**src/rtl/tick_timer_pkg.sv**
```systemverilog
package tick_timer_pkg;

  // Word addresses on the register bus
  localparam int CTRL_WORD = 0;
  localparam int PRE_WORD  = 1;
  localparam int STAT_WORD = 2;
  localparam int CNT_WORD  = 9;

  // Control word field positions
  localparam int EN_BIT     = 0;
  localparam int SRC_LSB    = 6;
  localparam int MODE_BIT   = 9;
  localparam int OSC_EN_BIT = 10;
  localparam int SWR_BIT    = 15;

  // Prescaler word: oscillator divider field position
  localparam int OSC_DIV_LSB = 12;

  // Source selector codes
  localparam logic [2:0] SRC_PER = 3'b001;
  localparam logic [2:0] SRC_REF = 3'b100;
  localparam logic [2:0] SRC_OSC = 3'b101;

  // Strobes from control to datapath
  typedef struct packed {
    logic tick;   // one qualifying source tick
    logic clear;  // software-reset clear cycle
  } tmrStrobe_t;

endpackage

```
**src/rtl/tick_timer_ctrl.sv**
```systemverilog
module tick_timer_ctrl
  import tick_timer_pkg::*;
#(
  parameter int ADDR_W     = 4,
  parameter int MAIN_DIV_W = 12,
  parameter int OSC_DIV_W  = 4
) (
  input  logic                  clk,
  input  logic                  rstN,
  input  logic                  wrEn,
  input  logic [ADDR_W-1:0]     addr,
  input  logic [31:0]           wrData,
  input  logic                  perTick,
  input  logic                  refTick,
  input  logic                  oscTick,
  output tmrStrobe_t            strobe,
  output logic [MAIN_DIV_W-1:0] mainDiv,
  output logic [31:0]           ctrlWord,
  output logic [31:0]           preWord
);

  localparam logic [ADDR_W-1:0] CTRL_A = ADDR_W'(CTRL_WORD);
  localparam logic [ADDR_W-1:0] PRE_A  = ADDR_W'(PRE_WORD);

  logic                 enQ, modeQ, oscEnQ, clearQ;
  logic [2:0]           srcQ;
  logic [MAIN_DIV_W-1:0] mainDivQ;
  logic [OSC_DIV_W-1:0]  oscDivQ, oscCntQ;

  logic wrCtrl, wrPre, swRstReq, oscActive, oscDone, srcTick;

  assign wrCtrl   = wrEn && (addr == CTRL_A) && !clearQ;
  assign wrPre    = wrEn && (addr == PRE_A) && !clearQ;
  assign swRstReq = wrCtrl && wrData[SWR_BIT];

  assign oscActive = enQ && (srcQ == SRC_OSC) && oscEnQ;
  assign oscDone   = oscActive && oscTick && (oscCntQ >= oscDivQ);

  always_comb begin
    srcTick = 1'b0;
    if (enQ) begin
      unique case (srcQ)
        SRC_PER: srcTick = perTick;
        SRC_REF: srcTick = refTick;
        SRC_OSC: srcTick = oscDone;
        default: srcTick = 1'b0;
      endcase
    end
  end

  always_ff @(posedge clk or negedge rstN) begin
    if (!rstN) begin
      enQ      <= 1'b0;
      modeQ    <= 1'b0;
      oscEnQ   <= 1'b0;
      srcQ     <= '0;
      mainDivQ <= '0;
      oscDivQ  <= '0;
      oscCntQ  <= '0;
      clearQ   <= 1'b0;
    end else if (clearQ) begin
      enQ      <= 1'b0;
      modeQ    <= 1'b0;
      oscEnQ   <= 1'b0;
      srcQ     <= '0;
      mainDivQ <= '0;
      oscDivQ  <= '0;
      oscCntQ  <= '0;
      clearQ   <= 1'b0;
    end else begin
      clearQ <= swRstReq;
      if (wrCtrl && !wrData[SWR_BIT]) begin
        enQ    <= wrData[EN_BIT];
        srcQ   <= wrData[SRC_LSB +: 3];
        modeQ  <= wrData[MODE_BIT];
        oscEnQ <= wrData[OSC_EN_BIT];
      end
      if (wrPre) begin
        mainDivQ <= wrData[MAIN_DIV_W-1:0];
        oscDivQ  <= wrData[OSC_DIV_LSB +: OSC_DIV_W];
      end
      if (oscActive && oscTick)
        oscCntQ <= oscDone ? '0 : oscCntQ + 1'b1;
    end
  end

  assign strobe.tick  = srcTick && !clearQ;
  assign strobe.clear = clearQ;
  assign mainDiv      = mainDivQ;

  always_comb begin
    ctrlWord                   = '0;
    ctrlWord[EN_BIT]           = enQ;
    ctrlWord[SRC_LSB +: 3]     = srcQ;
    ctrlWord[MODE_BIT]         = modeQ;
    ctrlWord[OSC_EN_BIT]       = oscEnQ;
    preWord                            = '0;
    preWord[MAIN_DIV_W-1:0]            = mainDivQ;
    preWord[OSC_DIV_LSB +: OSC_DIV_W]  = oscDivQ;
  end

endmodule

```
**src/rtl/tick_timer_dp.sv**
```systemverilog
module tick_timer_dp
  import tick_timer_pkg::*;
#(
  parameter int CNT_W      = 32,
  parameter int MAIN_DIV_W = 12
) (
  input  logic                  clk,
  input  logic                  rstN,
  input  tmrStrobe_t            strobe,
  input  logic [MAIN_DIV_W-1:0] mainDiv,
  output logic [CNT_W-1:0]      count
);

  logic [MAIN_DIV_W-1:0] mainCntQ;
  logic [CNT_W-1:0]      countQ;
  logic                  divDone;

  assign divDone = strobe.tick && (mainCntQ >= mainDiv);

  always_ff @(posedge clk or negedge rstN) begin
    if (!rstN) begin
      mainCntQ <= '0;
      countQ   <= '0;
    end else if (strobe.clear) begin
      mainCntQ <= '0;
      countQ   <= '0;
    end else if (strobe.tick) begin
      mainCntQ <= divDone ? '0 : mainCntQ + 1'b1;
      if (divDone)
        countQ <= countQ + 1'b1;
    end
  end

  assign count = countQ;

endmodule

```
**src/rtl/tick_timer.sv**
```systemverilog
module tick_timer
  import tick_timer_pkg::*;
#(
  parameter int ADDR_W     = 4,
  parameter int CNT_W      = 32,
  parameter int MAIN_DIV_W = 12,
  parameter int OSC_DIV_W  = 4
) (
  input  logic              clk,
  input  logic              rstN,
  input  logic              busWrEn,
  input  logic [ADDR_W-1:0] busAddr,
  input  logic [31:0]       busWrData,
  output logic [31:0]       busRdData,
  input  logic              perTick,
  input  logic              refTick,
  input  logic              oscTick
);

  tmrStrobe_t            strobe;
  logic [MAIN_DIV_W-1:0] mainDiv;
  logic [31:0]           ctrlWord, preWord, countWord;
  logic [CNT_W-1:0]      count;
  logic                  clearPulse;

  tick_timer_ctrl #(
    .ADDR_W(ADDR_W), .MAIN_DIV_W(MAIN_DIV_W), .OSC_DIV_W(OSC_DIV_W)
  ) ctrlInst (
    .clk(clk), .rstN(rstN), .wrEn(busWrEn), .addr(busAddr), .wrData(busWrData),
    .perTick(perTick), .refTick(refTick), .oscTick(oscTick),
    .strobe(strobe), .mainDiv(mainDiv), .ctrlWord(ctrlWord), .preWord(preWord)
  );

  tick_timer_dp #(
    .CNT_W(CNT_W), .MAIN_DIV_W(MAIN_DIV_W)
  ) dpInst (
    .clk(clk), .rstN(rstN), .strobe(strobe), .mainDiv(mainDiv), .count(count)
  );

  assign clearPulse = strobe.clear;

  generate
    if (CNT_W < 32) begin : gPad
      assign countWord = {{(32-CNT_W){1'b0}}, count};
    end else begin : gFull
      assign countWord = count[31:0];
    end
  endgenerate

  always_comb begin
    busRdData = '0;
    case (busAddr)
      ADDR_W'(CTRL_WORD): busRdData = ctrlWord;
      ADDR_W'(PRE_WORD):  busRdData = preWord;
      ADDR_W'(CNT_WORD):  busRdData = countWord;
      default:            busRdData = '0;
    endcase
  end

endmodule

```
**config.mk**
```make
export PLATFORM = sky130hd
export DESIGN_NAME = tick_timer
export DESIGN_NICKNAME = d
export VERILOG_FILES = /design/src/rtl/tick_timer_pkg.sv /design/src/rtl/tick_timer_ctrl.sv /design/src/rtl/tick_timer_dp.sv /design/src/rtl/tick_timer.sv
export SDC_FILE = /design/constraint.sdc
export NUM_CORES = 1
export LEC_CHECK = 0
export BUFFER_PORTS_ARGS = -buffer_cell sky130_fd_sc_hd__clkbuf_2
export CORE_ASPECT_RATIO = 1.2
export CORE_MARGIN = 2
export CORE_UTILIZATION = 30
export DETAILED_ROUTE_END_ITERATION = 8
export PLACE_DENSITY_LB_ADDON = 0.3
export SLEW_MARGIN = 20
export SYNTH_ARGS = -nofsm -noshare
export SYNTH_HDL_FRONTEND = slang
export SYNTH_SLANG_ARGS = --single-unit
```
**constraint.sdc**
```tcl
create_clock -name clk -period 2.19 [get_ports clk]
set_input_delay 0.3285 -clock clk [delete_from_list [all_inputs] [get_ports clk]]
set_output_delay 0.3285 -clock clk [all_outputs]
set_load 0.05 [all_outputs]
```
==> summary.txt, run 1 <==
Status
  • Status: complete, but fails checks
  • Violated checks: negative setup slack

Clock network
  • Root Driver: clkbuf_16
  • Clock latency at the later pin of the worst-skew pair: 0.34 ns
  • H-tree Lvls: 3
  • Clock transition at path regs: 0.06 ns
  • Clock buffer count from CTS: 9
  • CTS tree: built
  • Clk buf depth: 2
  • CTS sink count: 71

Synth
  • Most instantiated library cell after synthesis: dfrtp_1
  • Post-synthesis area per instance: 8.672 um2
  • Syn_nets: approximately 570
  • Asr flop ratio synth: 1.000
  • Commonest cells post-synth: dfrtp_1 (71), nand2_1 (49), a21oi_1 (48), nand3_1 (37), clkbuf_1 (27)
  • FF+latch count, synth: 71
  • Post-synthesis cell type count: 46
  • Yosys warning total: 0
  • Sequential area share after synthesis: 0.4057
  • Synth Cell Area: 0.004379 mm2
  • Ys flop type: dfrtp_1
  • Post-synth EDFFs: 0
  • Main area contributors after synthesis: dfrtp_1 (41%), a21oi_1 (5.5%), ha_1 (5.4%)
  • Largest area contributor in the netlist: dfrtp_1
  • Mapped Cells: 505
  • Top cell type's share of synthesized area: 0.4057

Die
  • DIE HEIGHT: 136.4 um
  • Ports: between 70 and 80
  • Area of the core: 0.01435 mm2
  • # rows: 48
  • Die W: 114.3 um
  • Die Area: between 0.015 and 0.02 mm2
  • Initial Util: 0.3051

Global routing
  • Most Crowded Layer GR: met2
  • Largest net degree at the start of global routing: 72
  • First-pass GRT wire length: 20820 um
  • GR Layer Usage met1: 0.2092
  • Grt ovf: 0
  • M2 GR Usage: 0.2910
  • Initial antenna violation count: 0
  • Aggregate global-route resource usage: 0.1681
  • Met3 Track Usage GR: 0.03121
  • Vias in the first global route: 4219

Worst setup path
  • Slowest Stage Delay on Critical Path: just under 0.4 ns
  • CP Capture Point: dpInst.count[5]
  • Worst r2r path cells: 8
  • Crit start category: flop
  • Critical Path AT: 2.52 ns
  • Critical Path Sink Type: flop
  • End of the worst register-to-register path: dpInst.count[5]
  • Worst path cell trace: ha_1 -> nand2b_4 -> a21o_1 -> a211o_1 -> a21oi_4 -> buf_12 -> nor3_2 -> mux2_2
  • Start of the worst register-to-register path: ctrlInst.mainDiv[0]
  • CP Depth: 8
  • Setup crit start: ctrlInst.mainDiv[0]
  • Worst EP required: 2.41 ns
  • Crit path buf inv count: 1
  • Setup CP Type: reg -> reg
  • Crit path max-delay cell type: dfrtp_1
  • Crit path max fanout: 35
  • CP top delay family: compound AO/OA/AOI/OAI gates
  • Flop-to-flop setup slack: -0.11 ns

Detailed routing
  • Post-route ant nets: 0
  • Iter 0 DRT Violations: ~250
  • DRC Markers: 0
  • Vias/cell: 5.422
  • 1st-pass router iterations: 4
  • Wire length per cell: 16.14 um
  • Post-Route WL: between 10000 and 15000 um
  • Via count: approximately 4200

Timing
  • RSZ-0062 raised after global routing: yes
  • F_max: 434.8 MHz
  • Period minus WS final: 2.300 ns
  • Final setup fails: 20
  • Fin. Hold Viols: 0
  • Final setup TNS: -0.7548 ns
  • Skew final: about 0.0089 ns
  • Slew @ Worst Pin: ~0.66 ns
  • Rel. slew slack: 0.5599
  • Worst setup margin: -0.1101 ns
  • Fin crit share: 1.050
  • Pins Over Slew Limit: 0

Final layout
  • Final nets: about 660
  • ANT cells: 0
  • Layout cell share with drive strength beyond 1: 0.3064
  • Synthesis-to-finish area growth: 37.60%
  • Filler Cell Count: between 1000 and 1500
  • Final Util: 0.4198

Place
  • Buffers on Ports: 57
  • Final Wtd Congestion: 0.8143
  • Post-Place Worst Slack: -0.09566 ns
  • DP HPWL: around 8700 um

Worst hold path
  • Hold Crit Class: in -> async

Power and ir drop
  • Cell Pwr Density: 677.1 mW/mm2
  • Worst VDD drop: 0.3274 mV
  • Static Leak: 2.641 nW
  • Total power: around 0.004 W

Run
  • MaxCap Viol Count: 0
cells by family after synthesis:
family | Yosys count | share of synthesized area
AOI/OAI and AO/OA | 138 | 0.2074
xor gates and xnor gates | 2 | 0.004001
adders and majority gates | 19 | 0.05429
buffers and inverters | 60 | 0.05343
DFF | 71 | 0.4057
muxes | 3 | 0.007714
and+or+nand+nor | 212 | 0.2674
sequential cells by signal, summed over array words and instances (netlist names):
signal and cells:
ctrlInst.oscCntQ 4, dpInst.mainCntQ 12, ctrlInst.oscEnQ 1, dpInst.count 32
ctrlInst.enQ 1, ctrlInst.modeQ 1, ctrlInst.clearQ 1, ctrlInst.oscDivQ 4
ctrlInst.srcQ 3, ctrlInst.mainDiv 12
cells in the final DEF, fill, tap and decap left out, types with 3 or more instances in the layout:
| master | Yosys | layout |
|---|---|---|
| clkinv_2 | 0 | 3 |
| buf_6 | 0 | 3 |
| nand2_1 | 49 | 48 |
| or4_1 | 25 | 19 |
| mux2_2 | 3 | 3 |
| or4_4 | 0 | 6 |
| a211oi_1 | 5 | 4 |
| a22o_1 | 15 | 15 |
| buf_4 | 0 | 52 |
| and3_1 | 6 | 6 |
| dfrtp_1 | 71 | 69 |
| o31ai_1 | 23 | 22 |
| and2_1 | 17 | 17 |
| inv_1 | 26 | 24 |
| nor2_1 | 25 | 20 |
| nand3b_1 | 3 | 3 |
| a21oi_1 | 48 | 38 |
| ha_4 | 0 | 3 |
| nand4_1 | 10 | 10 |
| a21oi_2 | 0 | 9 |
| or3_1 | 4 | 4 |
| clkbuf_2 | 1 | 46 |
| o21ai_0 | 23 | 15 |
| o21ai_1 | 1 | 6 |
| and4_1 | 4 | 4 |
| nand2b_1 | 13 | 11 |
| nand3_1 | 37 | 37 |
| o211ai_1 | 3 | 3 |
| clkbuf_16 | 0 | 11 |
| ha_1 | 19 | 16 |
| o21ai_2 | 0 | 3 |
| a222oi_1 | 6 | 6 |
| buf_12 | 0 | 16 |
| a21o_1 | 6 | 6 |
| nor2_2 | 0 | 4 |
cell type report:
type,instances,area [um2],area share
Timing Repair Buffer,120,1030,0.1709
Clock inverter,6,61.31,0.01017
Clock buffer,10,229.0,0.03800
Inverter,26,97.59,0.01620
Multi-Input combinational cell,374,2610,0.4331
Tap cell,175,219.0,0.03634
Sequential cell,71,1779,0.2953
layer usage:
metal / vias to the layer above / routed length, um / part of all wire
met3: 17 / 442 / 0.035
met2: 83 / 6415 / 0.51
met1: 2065 / 5559 / 0.44
li1: 2075 / - / -
met4: 0 / 206 / 0.016
met5: - / 0 / 0
where the power goes:
group | switching [W] | internal [W]
registers | 0.0000945 | 0.00144
logic | 0.000565 | 0.000510
clock network | 0.000594 | 0.000878
worst min-delay path by stage:
stage | endpoint | slack [ns] | startpoint | depth (start not counted)
2_1_floorplan | ctrlInst.clearQ | 0.03 | rstN | 0
3_3_place_gp | ctrlInst.srcQ[0] | 0.39 | rstN | 2
3_5_place_dp | ctrlInst.srcQ[1] | 0.39 | rstN | 2
4_1_cts | ctrlInst.srcQ[1] | 0.03 | rstN | 2
5_1_grt | ctrlInst.srcQ[1] | 0.04 | rstN | 2
6_report | ctrlInst.srcQ[2] | 0.004 | rstN | 2
through the flow:
step / cell area, um2 / std cells / hold WS (ns)
finish: 6026 / 782 / 0.003921
global route: 6026 / 782 / 0.03867
CTS: 5818 / 777 / 0.02731
detailed placement: 5463 / 760 / 0.3888
global placement: 5463 / 760 / 0.3875
floorplan: 4412 / 505 / 0.03291
repair_timing:
item                       in CTS  in global routing
hold buffers                    0                  0
resized for setup              10                 40
buffers inserted                1                  3
setup endpoints to repair      31                 44
gates cloned                    0                  2
pin swaps                      10                  6
worst register-to-register path: cells and delay by family, from the launching register on:
kind | cells | cell delay [ns]
flops | 1 | 0.39
buf+inv | 1 | 0.22
fa+ha+maj | 1 | 0.29
mux | 1 | 0.26
simple gates | 2 | 0.21
compound gates | 3 | 0.80
No activity file was read; power rests on OpenSTA's default activity.
==> run 2, diff against run 1 <==
--- a/config.mk
+++ b/config.mk
@@ -8,7 +8,7 @@
 export BUFFER_PORTS_ARGS = -buffer_cell sky130_fd_sc_hd__clkbuf_2
 export CORE_ASPECT_RATIO = 1.2
 export CORE_MARGIN = 2
-export CORE_UTILIZATION = 30
+export CORE_UTILIZATION = 51
 export DETAILED_ROUTE_END_ITERATION = 8
 export PLACE_DENSITY_LB_ADDON = 0.3
 export SLEW_MARGIN = 20
==> run 2 against run 1 <==
Effect of this change: the run ends with negative hold slack, negative setup slack left; fmax decreased by 7.8%; critical path type unchanged; first-iteration DRC count rose by 41%; sequential power barely moved; largest power group unchanged.
==> summary.txt, run 2 (synthesis results as in run 1) <==
Status
  • Status: complete, but fails checks
  • Violated checks: negative hold slack, negative setup slack

Worst setup path
  • Worst path cell trace: ha_1 -> nand4_1 -> nor4_4 -> buf_4 -> a21oi_4 -> clkbuf_16 -> o41ai_1 -> a21oi_2
  • Critical Path Sink Type: flop
  • Slowest Stage Delay on Critical Path: 0.51 ns
  • Crit start category: flop
  • Start of the worst register-to-register path: dpInst.mainCntQ[11]
  • Setup crit start: dpInst.mainCntQ[11]
  • CP top delay family: compound AO/OA/AOI/OAI gates
  • Flop-to-flop setup slack: -0.30 ns
  • Setup CP Type: reg -> reg
  • Crit path buf inv count: 2
  • Critical Path AT: 2.70 ns
  • Worst EP required: 2.40 ns
  • Crit path max fanout: 7
  • Crit path max-delay cell type: o41ai_1

Clock network
  • Clk buf depth: 2
  • H-tree Lvls: 3
  • Root Driver: clkbuf_8
  • CTS tree: built
  • CTS sink count: 71
  • Clock buffer count from CTS: 9
  • Clock latency at the later pin of the worst-skew pair: roughly 0.35 ns
  • Clock transition at path regs: 0.08 ns
  • Hold buffers post-CTS: 0

Place
  • Post-Place Worst Slack: -0.07336 ns
  • Buffers on Ports: 57
  • DP HPWL: 7875 um
  • Final Wtd Congestion: ~0.86

Final layout
  • Final nets: 664
  • Layout cell share with drive strength beyond 1: 0.3372
  • Leading cell type in the layout, fill and taps excluded: dfrtp_1
  • Number of flip-flops under the largest register name: 32
  • Synthesis-to-finish area growth: 38.14%
  • Most frequent cells in the layout: dfrtp_1 (68), nand2_1 (49), buf_4 (45), clkbuf_2 (43), nand3_1 (37)
  • ANT cells: 0

Power and ir drop
  • P_sw: 0.001266 W
  • Clk pwr share: 0.267
  • Cell Pwr Density: around 630 mW/mm2
  • Reg power frac: 0.403
  • Comb power frac: 0.330
  • Worst VDD drop: 0.3946 mV
  • Switching part of the total: 0.3301
  • Static Leak: 2.650 nW
  • Total power: 0.003835 W
  • Internal power: 0.002569 W

Timing
  • Pins Over Slew Limit: 0
  • Fin Hold WS: -0.03054 ns
  • Rel. slew slack: 0.5703
  • Slew @ Worst Pin: 0.6422 ns
  • Period minus WS final: 2.494 ns
  • Fin crit share: 1.139
  • Worst setup margin: -0.3041 ns
  • Fin. Hold Viols: 8
  • F_max: 401.0 MHz
  • Skew final: 0.01100 ns
  • RSZ-0062 raised after global routing: yes
  • Final setup fails: 40

Run
  • MaxCap Viol Count: 0

Detailed routing
  • Wire length per cell: around 18 um
  • Post-route ant nets: 0
  • 1st-pass router iterations: 5
  • DRC Markers: 0
  • Iter 0 DRT Violations: 345
  • Post-Route WL: between 10000 and 15000 um
  • Via count: approximately 4500
  • Vias/cell: slightly above 6

Die
  • Die W: 88.59 um
  • Area of the core: 0.008472 mm2
  • Initial Util: 0.5169
  • Ports: 74
  • Die Area: 0.009347 mm2
  • # rows: 37
  • DIE HEIGHT: between 100 and 150 um

Global routing
  • Grt ovf: 0
  • Aggregate global-route resource usage: 0.2538
  • Initial antenna violation count: 0
  • First-pass GRT wire length: 18940 um
  • Largest net degree at the start of global routing: 72
  • Vias in the first global route: 4075

Worst hold path
  • Hold Crit Class: in -> async
run 2: power by group through the flow:
stage | sequential, W | clock [W] | combinational (W)
2_1_floorplan | 0.00155 | 0 | 0.000512
3_3_place_gp | 0.00156 | 0 | 0.000871
3_5_place_dp | 0.00156 | 0 | 0.000903
4_1_cts | 0.00154 | 0.00102 | 0.000942
5_1_grt | 0.00156 | 0.00108 | 0.00137
6_report | 0.00154 | 0.00102 | 0.00127
run 2: routing by layer:
| metal | wire, um | global-route usage | vias up |
|---|---|---|---|
| met5 | 0 | 0 | - |
| met4 | 421 | 0.1093 | 0 |
| met3 | 670 | 0.03367 | 43 |
| met2 | 6821 | 0.4200 | 179 |
| met1 | 5226 | 0.3286 | 2179 |
| li1 | - | - | 2071 |
run 2: metrics by stage:
step	TNS, ns	std cells	util	instance area [um2]	hold WS, ns
floorplan	0	505	-	4412	0.03291
detailed placement	-0.7127	694	0.6315	5350	0.3861
global route	-9.465	725	0.7141	6050	0.006728
CTS	-1.256	710	0.6580	5574	0.003141
global placement	-0.1091	694	0.6315	5350	0.3891
finish	-5.462	725	0.7141	6050	-0.03054
run 2: what timing repair did:
action | CTS | global route
pin swaps | 1 | 53
setup endpoints to repair | 35 | 42
gates resized for setup | 6 | 68
setup buffers | 0 | 7
gates cloned | 0 | 9
run 2: worst paths after layout:
check / endpoint / cells past startpoint
worst max-delay path: dpInst.count[28] / 8
worst min-delay path: ctrlInst.oscCntQ[2] / 2
worst max register to register: dpInst.count[28] / 8
worst min register to register: ctrlInst.modeQ / 2
max in group asynchronous: ctrlInst.srcQ[0] / 2
min in group clk: ctrlInst.oscDivQ[1] / 3
run 2: layout make-up:
class | instances | area, um2
Fill cell | 612 | 2422
Clock buffer | 11 | 131.4
Tap cell | 117 | 146.4
Sequential cell | 71 | 1780
Inverter | 26 | 97.59
Clock inverter | 5 | 50.05
Timing Repair Buffer | 120 | 1114
Multi-Input combinational cell | 375 | 2730
==> run 3, diff against run 2 <==
--- a/config.mk
+++ b/config.mk
@@ -5,10 +5,11 @@
 export SDC_FILE = /design/constraint.sdc
 export NUM_CORES = 1
 export LEC_CHECK = 0
+export ABC_AREA = 1
 export BUFFER_PORTS_ARGS = -buffer_cell sky130_fd_sc_hd__clkbuf_2
 export CORE_ASPECT_RATIO = 1.2
 export CORE_MARGIN = 2
-export CORE_UTILIZATION = 51
+export CORE_UTILIZATION = 53
 export DETAILED_ROUTE_END_ITERATION = 8
 export PLACE_DENSITY_LB_ADDON = 0.3
 export SLEW_MARGIN = 20
==> run 3 against run 2 <==
Effect of this change: the flow now finishes without violations; via count grew 16%; worst hold slack gained 0.23 ns; worst setup slack gained 0.43 ns; total power shrank 9.3%; clock-buffer cell count grew 3; clock power shrank 9%; critical path depth shrank 1.
==> summary.txt, run 3 <==
Place
  • Buffers on Ports: 57
  • Final Wtd Congestion: ~0.95
  • Placed insts: 943
  • DP HPWL: between 10000 and 15000 um
  • Post-Place Worst Slack: 0.1764 ns
  • Area after DPL: 0.005824 mm2

Clock network
  • Clk buf depth: 2
  • CTS sink count: 71
  • CTS tree: built
  • Clock latency at the later pin of the worst-skew pair: 0.36 ns
  • Clock transition at path regs: 0.07 ns
  • H-tree Lvls: 3
  • Clock buffer count from CTS: 9
  • Root Driver: clkbuf_8

Power and ir drop
  • Comb power frac: 0.281
  • P_sw: 0.001239 W
  • Static Leak: 3.009 nW
  • Internal power: approximately 0.0022 W
  • Cell Pwr Density: 578.2 mW/mm2
  • Switching part of the total: 0.3563
  • Reg power frac: 0.452
  • Worst VDD drop: 0.2517 mV
  • Clk pwr share: 0.267
  • Total power: 0.003477 W

Worst setup path
  • Crit start category: input pin
  • Start of the worst register-to-register path: ctrlInst.oscCntQ[0]
  • Flop-to-flop setup slack: between 0.1 and 0.15 ns
  • Critical Path AT: 1.74 ns
  • Worst EP required: roughly 1.9 ns
  • Worst r2r path cells: 11
  • End of the worst register-to-register path: dpInst.count[23]
  • Setup CP Type: in -> out
  • Crit path max fanout: 15
  • Critical Path Sink Type: output pin

Worst hold path
  • Hold Path Sink: ctrlInst.oscDivQ[2]
  • Min-Delay Path Depth: 3
  • Hold Crit Class: in -> reg
  • Hold wc startpoint: busWrData[14]

Synth
  • Post-synthesis area per instance: 6.452 um2
  • Commonest cells post-synth: nand2_1 (285), nor2_1 (120), inv_1 (83), dfrtp_1 (71), nand3_1 (64)
  • Sequential area share after synthesis: 0.3539
  • Top cell type's share of synthesized area: 0.3539
  • Yosys warning total: 0
  • FF+latch count, synth: 71
  • Mapped Cells: 778
  • Synth Cell Area: 0.005020 mm2
  • Post-synth EDFFs: 0
  • Most instantiated library cell after synthesis: nand2_1
  • Ys flop type: dfrtp_1
  • Post-synthesis cell type count: 34
  • Asr flop ratio synth: 1.000
  • Syn_nets: around 840
  • Main area contributors after synthesis: dfrtp_1 (35%), nand2_1 (21%), nor2_1 (9.0%)
  • Largest area contributor in the netlist: dfrtp_1

Final layout
  • Layout cell share with drive strength beyond 1: 0.1132
  • Finished Layout Cells: ~960
  • Most frequent cells in the layout: nand2_1 (283), nor2_1 (120), inv_1 (83), dfrtp_1 (71), nand3_1 (64)
  • Final nets: roughly 900
  • Synthesis-to-finish area growth: 19.79%
  • Number of flip-flops under the largest register name: 32
  • Final instance area: ~0.006 mm2
  • Leading cell type in the layout, fill and taps excluded: nand2_1
  • ANT cells: 0

Timing
  • F_max: 484.6 MHz
  • Skew final: 0.006846 ns
  • Pins Over Slew Limit: 0
  • Fin Hold WS: approximately 0.20 ns
  • Worst setup margin: approximately 0.13 ns
  • Fin. Hold Viols: 0
  • Final setup fails: 0
  • Period minus WS final: roughly 2.1 ns
  • Fin crit share: 0.9423
  • RSZ-0062 raised after global routing: no
  • Rel. slew slack: 0.7189
  • Slew @ Worst Pin: 0.4173 ns

Die
  • Die W: about 93 um
  • Ports: between 70 and 80
  • Initial Util: 0.5499
  • Die Area: 0.01027 mm2
  • # rows: 38
  • Area of the core: 0.009129 mm2
  • DIE HEIGHT: 110.6 um

Detailed routing
  • Wire length per cell: ~14 um
  • Via count: 5180
  • Post-route ant nets: 0
  • Iter 0 DRT Violations: around 250
  • 1st-pass router iterations: 5
  • Post-Route WL: 13810 um
  • DRC Markers: 0
  • Vias/cell: 5.401

Global routing
  • Initial antenna violation count: 0
  • Grt ovf: 0
  • First-pass GRT wire length: 23280 um
  • Vias in the first global route: approximately 5000
  • Aggregate global-route resource usage: 0.2825
  • Largest net degree at the start of global routing: 39

Run
  • MaxCap Viol Count: 0

Status
  • Status: finished, final reports clean
## run 3: worst max path at each step
| stage | from | to | slack [ns] | depth (start not counted) |
|---|---|---|---|---|
| CTS | dpInst.mainCntQ[0] | dpInst.count[23] | 0.14 | 15 |
| finish | busAddr[0] | busRdData[13] | 0.13 | 7 |
| detailed placement | dpInst.mainCntQ[0] | dpInst.count[23] | 0.18 | 15 |
| floorplan | busAddr[3] | busRdData[11] | -0.11 | 4 |
| global placement | busAddr[0] | busRdData[13] | 0.17 | 7 |
| global route | ctrlInst.oscCntQ[0] | dpInst.count[10] | 0.008 | 11 |
## run 3: per-layer routing
metal,global-route usage,part of all wire,up-vias
li1,-,-,2559
met1,0.3514,0.41,2362
met2,0.4681,0.49,217
met3,0.05525,0.068,42
met4,0.1324,0.034,0
met5,0,0,-
## run 3: worst max-delay path, cell delays in order
cell and delay [ns]:
clkbuf_2 0.11, nand2_1 0.06, nor3_1 0.32, inv_1 0.26
buf_4 0.26, o22ai_1 0.22, buf_12 0.18
## run 3: cells by family (layout without fill, tap and decap cells)
kind of cell / Yosys count / after routing / synth area share
flops: 71 / 71 / 0.3539
xor+xnor: 19 / 19 / 0.03315
fa+ha+maj: 19 / 19 / 0.04736
buf+inv: 113 / 174 / 0.09272
simple gates: 497 / 497 / 0.4025
compound gates: 59 / 59 / 0.07029
## run 3: what timing repair did
action / 4_1_cts / 5_1_grt
gates resized for setup: 0 / 5
hold buffers: 1 / 0
endpoints found under the hold margin: 15 / 0
endpoints found under the setup margin: 0 / 32
buffers inserted: 0 / 0
## run 3: per-stage QoR
step                      setup TNS [ns]  utilization
after floorplan                  -0.5623            -
after global placement                 0       0.6380
after detailed placement               0       0.6380
after CTS                              0       0.6564
after global routing                   0       0.6587
final                                  0       0.6587
## run 3: power groups by stage
stage | registers (W) | logic, W | clock network [W]
final | 0.00157 | 0.000978 | 0.000927
after floorplan | 0.00157 | 0.000647 | 0
after CTS | 0.00157 | 0.000957 | 0.000939
after global placement | 0.00159 | 0.000897 | 0
after detailed placement | 0.00159 | 0.000951 | 0
after global routing | 0.00159 | 0.00110 | 0.000989
## run 3: final cells by class
cell class | count | area (um2)
clock buffers | 14 | 152.6
clock inverters | 1 | 5.005
well taps | 120 | 150.1
fillers | 811 | 3115
multi-input cells | 594 | 2791
inverters | 87 | 326.6
flip-flops and latches | 71 | 1777
repair buffers | 72 | 810.8
